$ cat src/rtl/c45_mdio_pkg.sv
package c45_mdio_pkg;

    localparam int DATA_W  = 16;
    localparam int PORT_W  = 5;
    localparam int DEV_W   = 5;
    localparam int OP_W    = 3;
    localparam int FRAME_BITS = 64;
    localparam int PRE_BITS   = 32;
    localparam int IDX_W   = $clog2(FRAME_BITS);
    localparam int RD_REL_IDX = PRE_BITS + 14;   // first bit time of turnaround
    localparam int RD_DAT_IDX = PRE_BITS + 16;   // first bit time of data

    localparam logic [OP_W-1:0] OP_WRITE = 3'b101;
    localparam logic [OP_W-1:0] OP_READ  = 3'b111;

    localparam int OFS_CMD  = 0;
    localparam int OFS_ADDR = 8;

    typedef enum logic [1:0] {
        ST_IDLE     = 2'd0,
        ST_ADDR_FRM = 2'd1,
        ST_DATA_FRM = 2'd2
    } seq_state_e;

endpackage

$ cat src/rtl/c45_mdc_timer.sv
module c45_mdc_timer #(
    parameter int MDC_HALF = 4
) (
    input  logic clk,
    input  logic rst_n,
    input  logic run,
    output logic tick
);
    localparam int CW = (MDC_HALF > 1) ? $clog2(MDC_HALF) : 1;
    localparam logic [CW-1:0] LAST = CW'(MDC_HALF - 1);

    logic [CW-1:0] cnt_q;

    always_ff @(posedge clk or negedge rst_n) begin
        if (!rst_n) begin
            cnt_q <= '0;
        end else if (!run || cnt_q == LAST) begin
            cnt_q <= '0;
        end else begin
            cnt_q <= cnt_q + 1'b1;
        end
    end

    assign tick = run && (cnt_q == LAST);
endmodule

$ cat src/rtl/c45_mgmt_regs.sv
module c45_mgmt_regs
    import c45_mdio_pkg::*;
#(
    parameter int AW = 4
) (
    input  logic                clk,
    input  logic                rst_n,
    input  logic                wr_en,
    input  logic [AW-1:0]       wr_addr,
    input  logic [31:0]         wr_data,
    input  logic [AW-1:0]       rd_addr,
    output logic [31:0]         rd_data,
    input  logic                seq_done,
    input  logic [DATA_W-1:0]   seq_rdata,
    output logic                start,
    output logic                is_read,
    output logic [PORT_W-1:0]   port,
    output logic [DEV_W-1:0]    dev,
    output logic [DATA_W-1:0]   reg_addr,
    output logic [DATA_W-1:0]   wr_word,
    output logic                busy,
    output logic                rvalid
);
    localparam logic [AW-1:0] A_CMD  = AW'(OFS_CMD);
    localparam logic [AW-1:0] A_ADDR = AW'(OFS_ADDR);

    logic [OP_W-1:0]   op_q;
    logic [PORT_W-1:0] port_q;
    logic [DEV_W-1:0]  dev_q;
    logic [DATA_W-1:0] data_q;
    logic [DATA_W-1:0] addr_q;
    logic              busy_q;
    logic              rvalid_q;
    logic              op_ok;
    logic              addr_wr;

    assign op_ok   = (wr_data[28:26] == OP_WRITE) || (wr_data[28:26] == OP_READ);
    assign start   = wr_en && !busy_q && (wr_addr == A_CMD) && op_ok;
    assign addr_wr = wr_en && !busy_q && (wr_addr == A_ADDR);

    always_ff @(posedge clk or negedge rst_n) begin
        if (!rst_n) begin
            op_q     <= '0;
            port_q   <= '0;
            dev_q    <= '0;
            data_q   <= '0;
            busy_q   <= 1'b0;
            rvalid_q <= 1'b0;
        end else if (start) begin
            op_q     <= wr_data[28:26];
            dev_q    <= wr_data[25:21];
            port_q   <= wr_data[20:16];
            data_q   <= wr_data[15:0];
            busy_q   <= 1'b1;
            rvalid_q <= 1'b0;
        end else if (seq_done) begin
            busy_q <= 1'b0;
            if (op_q == OP_READ) begin
                data_q   <= seq_rdata;
                rvalid_q <= 1'b1;
            end
        end
    end

    always_ff @(posedge clk or negedge rst_n) begin
        if (!rst_n) begin
            addr_q <= '0;
        end else if (addr_wr) begin
            addr_q <= wr_data[15:0];
        end
    end

    always_comb begin
        rd_data = '0;
        if (rd_addr == A_CMD) begin
            rd_data = {1'b0, busy_q, rvalid_q, op_q, dev_q, port_q, data_q};
        end else if (rd_addr == A_ADDR) begin
            rd_data = {16'b0, addr_q};
        end
    end

    assign is_read  = (op_q == OP_READ);
    assign port     = port_q;
    assign dev      = dev_q;
    assign reg_addr = addr_q;
    assign wr_word  = data_q;
    assign busy     = busy_q;
    assign rvalid   = rvalid_q;
endmodule

$ cat src/rtl/c45_frame_seq.sv
module c45_frame_seq
    import c45_mdio_pkg::*;
(
    input  logic              clk,
    input  logic              rst_n,
    input  logic              start,
    input  logic              tick,
    input  logic              is_read,
    input  logic [PORT_W-1:0] port,
    input  logic [DEV_W-1:0]  dev,
    input  logic [DATA_W-1:0] reg_addr,
    input  logic [DATA_W-1:0] wr_word,
    input  logic              mdio_i,
    output logic              run,
    output logic              done,
    output logic [DATA_W-1:0] rdata,
    output logic              mdc,
    output logic              mdio_o,
    output logic              mdio_oe
);
    seq_state_e        state_q, state_n;
    logic [IDX_W-1:0]  idx_q;
    logic              phase_q;
    logic [DATA_W-1:0] cap_q;
    logic              last_bit_end;
    logic              in_release;
    logic [31:0]       addr_frame;
    logic [31:0]       data_frame;
    logic [31:0]       cur_frame;

    assign last_bit_end = tick && phase_q && (idx_q == IDX_W'(FRAME_BITS - 1));
    assign in_release   = (state_q == ST_DATA_FRM) && is_read &&
                          (idx_q >= IDX_W'(RD_REL_IDX));

    // state register
    always_ff @(posedge clk or negedge rst_n) begin
        if (!rst_n) begin
            state_q <= ST_IDLE;
        end else begin
            state_q <= state_n;
        end
    end

    // next state
    always_comb begin
        state_n = state_q;
        unique case (state_q)
            ST_IDLE:     if (start)        state_n = ST_ADDR_FRM;  // T_START
            ST_ADDR_FRM: if (last_bit_end) state_n = ST_DATA_FRM;  // T_ADDR_DONE
            ST_DATA_FRM: if (last_bit_end) state_n = ST_IDLE;      // T_DATA_DONE
            default:                       state_n = ST_IDLE;
        endcase
    end

    // bit position, clock phase and read capture
    always_ff @(posedge clk or negedge rst_n) begin
        if (!rst_n) begin
            idx_q   <= '0;
            phase_q <= 1'b0;
            cap_q   <= '0;
        end else if (start) begin
            idx_q   <= '0;
            phase_q <= 1'b0;
        end else if (tick) begin
            if (phase_q) begin
                phase_q <= 1'b0;
                idx_q   <= idx_q + 1'b1;
            end else begin
                phase_q <= 1'b1;
                if ((state_q == ST_DATA_FRM) && is_read &&
                    (idx_q >= IDX_W'(RD_DAT_IDX))) begin
                    cap_q <= {cap_q[DATA_W-2:0], mdio_i};
                end
            end
        end
    end

    assign addr_frame = {2'b00, 2'b00, port, dev, 2'b10, reg_addr};
    assign data_frame = {2'b00, (is_read ? 2'b11 : 2'b01), port, dev, 2'b10, wr_word};

    // outputs
    always_comb begin
        run       = 1'b0;
        done      = 1'b0;
        mdc       = 1'b0;
        mdio_oe   = 1'b0;
        mdio_o    = 1'b1;
        cur_frame = addr_frame;
        unique case (state_q)
            ST_IDLE: begin
                run = 1'b0;
            end
            ST_ADDR_FRM: begin
                run       = 1'b1;
                mdc       = phase_q;
                mdio_oe   = 1'b1;
                cur_frame = addr_frame;
            end
            ST_DATA_FRM: begin
                run       = 1'b1;
                mdc       = phase_q;
                mdio_oe   = !in_release;
                cur_frame = data_frame;
                done      = last_bit_end;
            end
            default: begin
                run = 1'b0;
            end
        endcase
        if (run && idx_q >= IDX_W'(PRE_BITS)) begin
            mdio_o = cur_frame[~idx_q[4:0]];
        end
    end

    assign rdata = cap_q;
endmodule

$ cat src/rtl/c45_mdio_master.sv
module c45_mdio_master
    import c45_mdio_pkg::*;
#(
    parameter int MDC_HALF = 4,
    parameter int AW       = 4
) (
    input  logic          clk,
    input  logic          rst_n,
    input  logic          reg_wr_en,
    input  logic [AW-1:0] reg_wr_addr,
    input  logic [31:0]   reg_wr_data,
    input  logic [AW-1:0] reg_rd_addr,
    output logic [31:0]   reg_rd_data,
    output logic          mdc,
    output logic          mdio_o,
    output logic          mdio_oe,
    input  logic          mdio_i
);
    logic              start;
    logic              is_read;
    logic [PORT_W-1:0] port;
    logic [DEV_W-1:0]  dev;
    logic [DATA_W-1:0] reg_addr_w;
    logic [DATA_W-1:0] wr_word;
    logic              busy_w;
    logic              rvalid_w;
    logic              run;
    logic              tick;
    logic              seq_done;
    logic [DATA_W-1:0] seq_rdata;

    c45_mgmt_regs #(.AW(AW)) u_regs (
        .clk       (clk),
        .rst_n     (rst_n),
        .wr_en     (reg_wr_en),
        .wr_addr   (reg_wr_addr),
        .wr_data   (reg_wr_data),
        .rd_addr   (reg_rd_addr),
        .rd_data   (reg_rd_data),
        .seq_done  (seq_done),
        .seq_rdata (seq_rdata),
        .start     (start),
        .is_read   (is_read),
        .port      (port),
        .dev       (dev),
        .reg_addr  (reg_addr_w),
        .wr_word   (wr_word),
        .busy      (busy_w),
        .rvalid    (rvalid_w)
    );

    c45_mdc_timer #(.MDC_HALF(MDC_HALF)) u_timer (
        .clk   (clk),
        .rst_n (rst_n),
        .run   (run),
        .tick  (tick)
    );

    c45_frame_seq u_seq (
        .clk      (clk),
        .rst_n    (rst_n),
        .start    (start),
        .tick     (tick),
        .is_read  (is_read),
        .port     (port),
        .dev      (dev),
        .reg_addr (reg_addr_w),
        .wr_word  (wr_word),
        .mdio_i   (mdio_i),
        .run      (run),
        .done     (seq_done),
        .rdata    (seq_rdata),
        .mdc      (mdc),
        .mdio_o   (mdio_o),
        .mdio_oe  (mdio_oe)
    );
endmodule

$ cat config.mk
export PLATFORM = sky130hd
export DESIGN_NAME = c45_mdio_master
export DESIGN_NICKNAME = d
export VERILOG_FILES = /design/src/rtl/c45_mdio_pkg.sv /design/src/rtl/c45_mdc_timer.sv /design/src/rtl/c45_mgmt_regs.sv /design/src/rtl/c45_frame_seq.sv /design/src/rtl/c45_mdio_master.sv
export SDC_FILE = /design/constraint.sdc
export NUM_CORES = 1
export LEC_CHECK = 0
export BUFFER_PORTS_ARGS = -buffer_cell sky130_fd_sc_hd__buf_2
export CAP_MARGIN = 25
export CORE_MARGIN = 4
export CORE_UTILIZATION = 55
export CTS_BUF_LIST = sky130_fd_sc_hd__clkbuf_2 sky130_fd_sc_hd__clkbuf_4 sky130_fd_sc_hd__clkbuf_8
export DETAILED_ROUTE_END_ITERATION = 12
export GPL_TIMING_DRIVEN = 0
export PLACE_DENSITY = 0.83
export SLEW_MARGIN = 30
export SYNTH_ARGS = -nofsm -noshare
export SYNTH_HDL_FRONTEND = slang
export SYNTH_HIERARCHICAL = 1
export SYNTH_SLANG_ARGS = --single-unit
$ cat constraint.sdc
create_clock -name clk -period 3.8 [get_ports clk]
set_input_delay 0.19 -clock clk [delete_from_list [all_inputs] [get_ports clk]]
set_output_delay 0.19 -clock clk [all_outputs]
set_load 0.03 [all_outputs]
==> results.md, run 1 <==
| Step | Result | Value |
|---|---|---|
| clocking | Max H-tree Level | 3 |
| global routing | GR Util All Layers | 22.07% |
| final layout | Final-stage net count | 450 |
| route | Via count | 2830 |
| power | Pwr Total | 2.623 mW |
| synth | Most instantiated flip-flop cell in the synthesis netlist | dfrtp_1 |
| synth | Largest family of logic cells by synthesized area | multiplexers |
| synth | Async SR Flop Fraction | 100.0% |
| critical path | Type of the worst setup path | reg -> reg |
| clocking | Post-CTS Setup Bufs | 0 |
| clocking | Number of cells upsized or downsized after cts | 0 |
| synth | Proportion of netlist area held by the largest area contributor | 46.39% |
| floorplan | CORE AREA | 0.006907 sq mm |
| floorplan | Initial core utilization | 57.79% |
| synth | Fraction of synthesized cell area in xor and xnor cells | 1.317% |
| timing | Final Hold Viols | 0 |
| synth | Most area-consuming cells after synthesis | dfrtp_1 (46%), mux2_2 (18%), mux2_1 (4.2%), a22o_1 (3.5%), and2_1 (2.7%) |
| power | Cell area power density | 553.9 mW/mm^2 |
| critical path | Setup crit end kind | flop |
| power | Standby leakage power | 2.402 nW |
| placed design | Total half-perimeter wirelength after legalization and detailed placement | 6682 um |
| flow run | # Max-Cap Violations | 0 |
| timing | Post-route clock skew | 0.006912 ns |
| placed design | Routability congestion estimate | 0.8579 |
| floorplan | Chip height | 93.19 um |
| final layout | Growth of design area from synthesis to finish | 18.65% |
| synth | Synthesis Warnings | 6 |
| route | Antenna Violating Nets Remaining | 0 |
| clocking | Clock insertion delay at the later pin of the skew report | 0.34 ns |
| route | Post-route DRC violation count | 0 |
| timing | Total Negative Setup Slacks | 0 ns |
| synth | Number of register bits inferred by synthesis | 74 |
| global routing | Largest net degree at the start of global routing | 40 |
| synth | Synthesized area | 0.003991 sq mm |
| timing | Count of pins over their slew limit | 0 |
| final layout | Top library cells by usage in the layout, fill and taps aside | buf_2 (79), dfrtp_1 (74), mux2_2 (65), and2_1 (17), a22o_1 (16) |
| clocking | Clock transition at the register clock pins on the worst setup and hold paths after CTS | 0.08 ns |
| clocking | Number of buffers inserted during clock tree synthesis | 9 |
| global routing | Overflow left after global routing | 0 |
| critical path | Startpoint Class | flop |
| route | Wirelength, routed | 8957 um |
| synth | Synthesized netlist cell count | 311 |
| final layout | Non-filler instance count after layout | 499 |
| placed design | Number of port buffers | 74 |
| clocking | Total number of clock tree sinks | 74 |
| floorplan | Number of ports placed on the die boundary | 79 |
| synth | Area share of fa/ha/maj cells after synthesis | 2.508% |
| critical path | Required time of the critical path | 4.03 ns |
| timing | Setup violation total in the final timing report | 0 |
| synth | Number of flops mapped to enable cells by yosys | 0 |
| route | Detail-routed via count per cell | 5.671 |
| final layout | Number of antenna cells inserted | 0 |
| route | Average routed wire per standard cell | 17.95 um |
| global routing | First-pass GRT wire length | 14830 um |
| final layout | Share of final-layout standard cells stronger than drive strength 1 | 44.91% |
| critical path | Biggest fanout along the worst timing path | 10 |
| synth | Number of nets produced by synthesis | 363 |
| timing | Relative slew slack | 45.95% |
| placed design | Placed cells | 482 |
| timing | Unrepaired setup endpoints after global routing | false |
| clocking | TritonCTS clock tree | yes |
| synth | Synth Area in Simple Gates | 10.88% |
| floorplan | Die area | 0.008683 sq mm |
| outcome | Run status | completed |
| floorplan | Die W | 93.19 um |
| synth | Compound-Gate Fraction of Synth Area | 8.119% |
| critical path | Arrival time at the worst endpoint | 3.35 ns |
| power | IR Drop Worst-Case VDD | 0.2369 mV |
| timing | Min cycle time layout | 3.121 ns |
| timing | Final clock period utilization by the worst path | 82.13% |
| hold path | Hold Crit Class | in -> reg |
| floorplan | Total number of placement rows | 30 |
| timing | Max Clock Freq | 320.4 MHz |
| final layout | Commonest non-fill, non-tap cell in the layout | buf_2 |
| synth | Share of synthesized area spent on multiplexers | 27.02% |
| synth | Fraction of the yosys area taken by sequential cells | 46.39% |
| synth | Yosys top cell by area | dfrtp_1 |
| timing | Slew @ Worst Pin | 0.8086 ns |
| synth | Syn Area/Cell | 12.83 sq um |
| global routing | Via count of the first global-routing pass | 3003 |
| global routing | Number of antenna violations at the first check in global routing | 0 |
| clocking | Clock Root Buffer | clkbuf_8 |
| clocking | Largest buffer count on any clock path | 2 |
| synth | Count of different cell masters after synthesis | 55 |
| route | DRC violation total after the first TritonRoute iteration | 153 |
| route | Count of TritonRoute iterations in the first routing pass | 4 |
| critical path | Register-to-register setup slack | 0.68 ns |
[logic make-up (layout without fill, tap and decap cells)]
kind of cell,Yosys count,count (layout)
compound gates,40,40
xor+xnor,6,6
fa+ha+maj,8,8
buf+inv,28,120
flops,74,74
mux,90,90
other cells,1,1
simple gates,64,64
[Yosys cell counts (2+ instances only)]
| cell type | n |
|---|---|
| buf_6 | 4 |
| xnor2_1 | 4 |
| a21oi_1 | 3 |
| xor2_1 | 2 |
| a22o_1 | 16 |
| dfrtp_1 | 74 |
| mux2_2 | 65 |
| a31oi_1 | 2 |
| or3_1 | 2 |
| ha_1 | 8 |
| a2111oi_0 | 2 |
| a22oi_1 | 2 |
| buf_2 | 6 |
| nand3_1 | 3 |
| and3_1 | 2 |
| mux2_1 | 15 |
| a211oi_1 | 2 |
| nor2b_1 | 5 |
| nand2_1 | 5 |
| nor2_1 | 14 |
| or2_2 | 2 |
| mux2i_1 | 5 |
| and2_1 | 17 |
| a21o_1 | 2 |
| clkbuf_1 | 8 |
| o211ai_1 | 2 |
| inv_1 | 7 |
| nor4b_4 | 2 |
| mux4_1 | 4 |
[worst max-delay path, cell delays in order (launching register included)]
cell	delay, ns
dfrtp_1	0.41
inv_1	0.10
ha_1	0.37
and2_2	0.23
nand3_1	0.13
or3_1	0.39
nor2_1	0.20
nand4_2	0.32
buf_2	0.32
mux2_2	0.29
mux2_2	0.27
[what timing repair did]
action	4_1_cts	5_1_grt
hold endpoints to repair	35	0
hold buffers	1	0
endpoints found under the setup margin	0	0
[layout make-up]
class | instances | area (sq um)
buffer | 20 | 116.4
clock buffer | 10 | 131.4
clock inverter | 6 | 90.09
fill | 539 | 2171
inverter | 8 | 30.03
multi-input combinational | 209 | 1993
sequential | 74 | 1852
tap | 96 | 120.1
timing repair buffer | 76 | 402.9
[sequential cells by signal, summed over array words and instances (netlist names), 3 cells and up]
name,count
u_regs/reg_addr,16
u_regs/port,5
u_regs/wr_word,16
u_seq/idx_q,6
u_seq/rdata,16
u_regs/op_q,3
u_regs/dev,5
[per-layer routing]
layer / track usage, % / routed length [um]
met1: 28.92 / 3929
met5: 0 / 0
met4: 10.99 / 236
met3: 3.379 / 349
met2: 35.75 / 4441
[report_power, final]
part	leakage [nW]	total, mW	switching (mW)	internal (mW)
Clock	0.110	0.679	0.299	0.379
Sequential	0.957	1.06	0.130	0.933
Combinational	1.34	0.881	0.473	0.409
[metrics by stage]
stage	setup slack [ns]	util (%)	cell area [sq um]	hold WS [ns]
after floorplan	1.111	-	3991	-0.1056
after global placement	0.7529	64.89	4482	0.4113
after detailed placement	0.6936	65.22	4504	0.1772
after CTS	0.6643	68.57	4736	0.04969
after global routing	0.4956	68.57	4736	0.06130
final	0.6792	68.57	4736	0.06471
[final timing paths]
| check | from | end | depth (start not counted) |
|---|---|---|---|
| min in group asynchronous | rst_n | u_timer/cnt_q[1] | 2 |
| worst max-delay path | u_seq/state_q[0] | u_regs/wr_word[13] | 10 |
| max in group asynchronous | rst_n | u_regs/reg_addr[14] | 3 |
| worst min register to register | u_timer/cnt_q[0] | u_timer/cnt_q[0] | 1 |
| worst min-delay path | reg_wr_data[20] | u_regs/port[4] | 2 |
| worst max register to register | u_seq/state_q[0] | u_regs/wr_word[13] | 10 |
(Power assumes the default switching activity.)
==> run 2: changes to the inputs <==
==> constraint.sdc (replaced) <==
create_clock -name clk -period 3 [get_ports clk]
set_input_delay 0.15 -clock clk [delete_from_list [all_inputs] [get_ports clk]]
set_output_delay 0.15 -clock clk [all_outputs]
set_load 0.03 [all_outputs]
==> results.md, run 2 (synthesized netlist as in run 1, its figures left out) <==
| Step | Result | Value | Change |
|---|---|---|---|
| floorplan | Number of ports placed on the die boundary | 79 | unchanged |
| route | Count of TritonRoute iterations in the first routing pass | 4 | unchanged |
| final layout | Share of final-layout standard cells stronger than drive strength 1 | 45.43% | +0.52 points |
| floorplan | Total number of placement rows | 30 | unchanged |
| route | Via count | 2832 | +0.071% |
| global routing | Number of antenna violations at the first check in global routing | 0 | unchanged |
| route | Antenna Violating Nets Remaining | 0 | unchanged |
| route | Average routed wire per standard cell | 18.10 um | +0.86% |
| placed design | Placed cells | 482 | unchanged |
| critical path | Biggest fanout along the worst timing path | 6 | -4 |
| hold path | Worst hold path endpoint | u_regs/port[4] |  |
| power | IR Drop Worst-Case VDD | 0.3003 mV | +27% |
| placed design | Number of port buffers | 74 | unchanged |
| floorplan | Initial core utilization | 57.79% | unchanged |
| placed design | Routability congestion estimate | 0.8579 | unchanged |
| final layout | Top library cells by usage in the layout, fill and taps aside | buf_2 (78), dfrtp_1 (74), mux2_2 (65), and2_1 (17), a22o_1 (16) |  |
| hold path | Startpoint of the worst hold path | reg_wr_data[20] |  |
| critical path | Register-to-register setup slack | 0.19 ns | -0.49 ns |
| critical path | Type of the worst setup path | reg -> out |  |
| critical path | Arrival time at the worst endpoint | 2.69 ns | -0.66 ns |
| final layout | Final-stage net count | 452 | +0.44% |
| timing | Slew @ Worst Pin | 0.7702 ns | -0.03841 ns |
| final layout | Number of antenna cells inserted | 0 | unchanged |
| timing | Worst Hold Slack | 0.02427 ns | -0.04044 ns |
| floorplan | CORE AREA | 0.006907 sq mm | unchanged |
| critical path | Required time of the critical path | 2.85 ns | -1.18 ns |
| final layout | Growth of design area from synthesis to finish | 19.37% |  |
| clocking | Total number of clock tree sinks | 74 | unchanged |
| critical path | Worst reg2reg path depth | 10 | unchanged |
| route | Wirelength, routed | 9070 um | +1.3% |
| hold path | Worst hold path depth | 2 | unchanged |
| clocking | Largest buffer count on any clock path | 2 | unchanged |
| power | Cell area power density | 698.4 mW/mm^2 | +26% |
| global routing | GR Util All Layers | 22.10% | +0.035 points |
| floorplan | Die W | 93.19 um | unchanged |
| clocking | Clock insertion delay at the later pin of the skew report | 0.35 ns | about the same |
| global routing | Via count of the first global-routing pass | 2997 | -0.20% |
| timing | Min cycle time layout | 2.843 ns |  |
| clocking | Clock Root Buffer | clkbuf_8 |  |
| critical path | Setup crit end kind | primary output |  |
| power | Standby leakage power | 2.414 nW | +0.49% |
| timing | Count of pins over their slew limit | 0 | unchanged |
| critical path | Reg2reg start | u_seq/state_q[0] |  |
| timing | Total Negative Setup Slacks | 0 ns | unchanged |
| timing | Relative slew slack | 48.52% | +2.6 points |
| critical path | Startpoint Class | flop |  |
| route | Detail-routed via count per cell | 5.653 | -0.33% |
| floorplan | Die area | 0.008683 sq mm | unchanged |
| flow run | # Max-Cap Violations | 0 | unchanged |
| final layout | Non-filler instance count after layout | 501 | +0.40% |
| clocking | Clock transition at the register clock pins on the worst setup and hold paths after CTS | 0.08 ns | about the same |
| global routing | Overflow left after global routing | 0 | unchanged |
| clocking | Number of buffers inserted during clock tree synthesis | 9 | unchanged |
| global routing | First-pass GRT wire length | 14840 um | about the same |
| timing | Final Hold Viols | 0 | unchanged |
| route | Post-route DRC violation count | 0 | unchanged |
| timing | Max Clock Freq | 351.8 MHz |  |
| route | DRC violation total after the first TritonRoute iteration | 157 | +2.6% |
| timing | Unrepaired setup endpoints after global routing | false |  |
| floorplan | Chip height | 93.19 um | unchanged |
| timing | Setup violation total in the final timing report | 0 | unchanged |
| outcome | Run status | completed |  |
| final layout | Commonest non-fill, non-tap cell in the layout | buf_2 |  |
| final layout | # fillers | 541 | +0.37% |
| timing | Final clock period utilization by the worst path | 94.76% |  |
| critical path | Endpoint of the lowest-slack register-to-register path | u_regs/wr_word[13] |  |
| hold path | Hold Crit Class | in -> reg |  |
| placed design | Total half-perimeter wirelength after legalization and detailed placement | 6682 um | unchanged |
| clocking | TritonCTS clock tree | yes |  |
| clocking | Max H-tree Level | 3 | unchanged |
| timing | Post-route clock skew | 0.006541 ns | -0.0003705 ns |
| global routing | Largest net degree at the start of global routing | 40 | unchanged |
==> run 2: cell count changes in the layout (fill, tap and decap cells not counted) <==
cell | before | now
nor2_1 | 14 | 13
buf_2 | 79 | 78
nand4_2 | 1 | 0
nand4_4 | 0 | 1
buf_4 | 2 | 5
nor2_2 | 0 | 1
==> run 2: final cells by class <==
cell class	instances	area, sq um	area share [%]
timing repair buffer	78	417.9	8.771
buffer	20	118.9	2.495
clock buffer	10	131.4	2.757
tap	96	120.1	2.521
clock inverter	6	90.09	1.891
multi-input combinational	209	2004	42.07
sequential	74	1852	38.87
inverter	8	30.03	0.6303
==> run 2: layer usage <==
metal / up-vias / wire length [um] / global-route usage [%] / part of all wire, %
met3: 21 / 389 / 3.379 / 4.3
met5: - / 0 / 0 / 0
li1: 1315 / - / - / -
met4: 0 / 258 / 10.99 / 2.8
met1: 1409 / 3910 / 28.87 / 43
met2: 87 / 4511 / 35.93 / 50
==> run 2: repair_timing <==
action / 4_1_cts / 5_1_grt
hold endpoints to repair: 35 / 0
pin swaps: 0 / 1
hold buffers: 1 / 0
buffers inserted: 0 / 2
resized for setup: 3 / 0
setup endpoints to repair: 9 / 19
==> run 2: report_power, final <==
| part | internal, mW | total, mW | switching (mW) | leakage (nW) |
|---|---|---|---|---|
| Clock | 0.481 | 0.859 | 0.379 | 0.110 |
| Combinational | 0.517 | 1.12 | 0.601 | 1.35 |
| Sequential | 1.18 | 1.35 | 0.168 | 0.957 |
==> run 2: worst max-delay path, cell delays in order, from the launching register on <==
cell and delay [ns]:
dfrtp_1 0.42, inv_1 0.12, ha_1 0.18, buf_6 0.15
mux4_1 0.58, mux2_2 0.30, a221oi_2 0.29, o21ai_1 0.11
buf_2 0.19
==> run 2: metrics by stage <==
step	util [%]	total power, mW	instance area, sq um	setup slack [ns]
CTS	68.77	3.343	4750	0.02361
global placement	64.89	2.426	4482	-0.04714
finish	68.99	3.327	4765	0.1573
detailed placement	65.22	2.476	4504	-0.1064
global route	68.99	3.536	4765	0.02708
floorplan	-	2.157	3991	0.3114
==> run 2: worst max-delay path by stage <==
stage | end | depth (start not counted) | slack [ns] | from
floorplan | u_regs/wr_word[0] | 10 | 0.31 | u_seq/state_q[0]
global placement | u_regs/wr_word[12] | 10 | -0.05 | u_seq/state_q[0]
detailed placement | u_regs/wr_word[13] | 10 | -0.11 | u_seq/state_q[0]
CTS | u_regs/wr_word[13] | 10 | 0.02 | u_seq/state_q[0]
global route | u_regs/wr_word[13] | 10 | 0.03 | u_seq/state_q[0]
finish | mdio_o | 8 | 0.16 | u_seq/state_q[0]
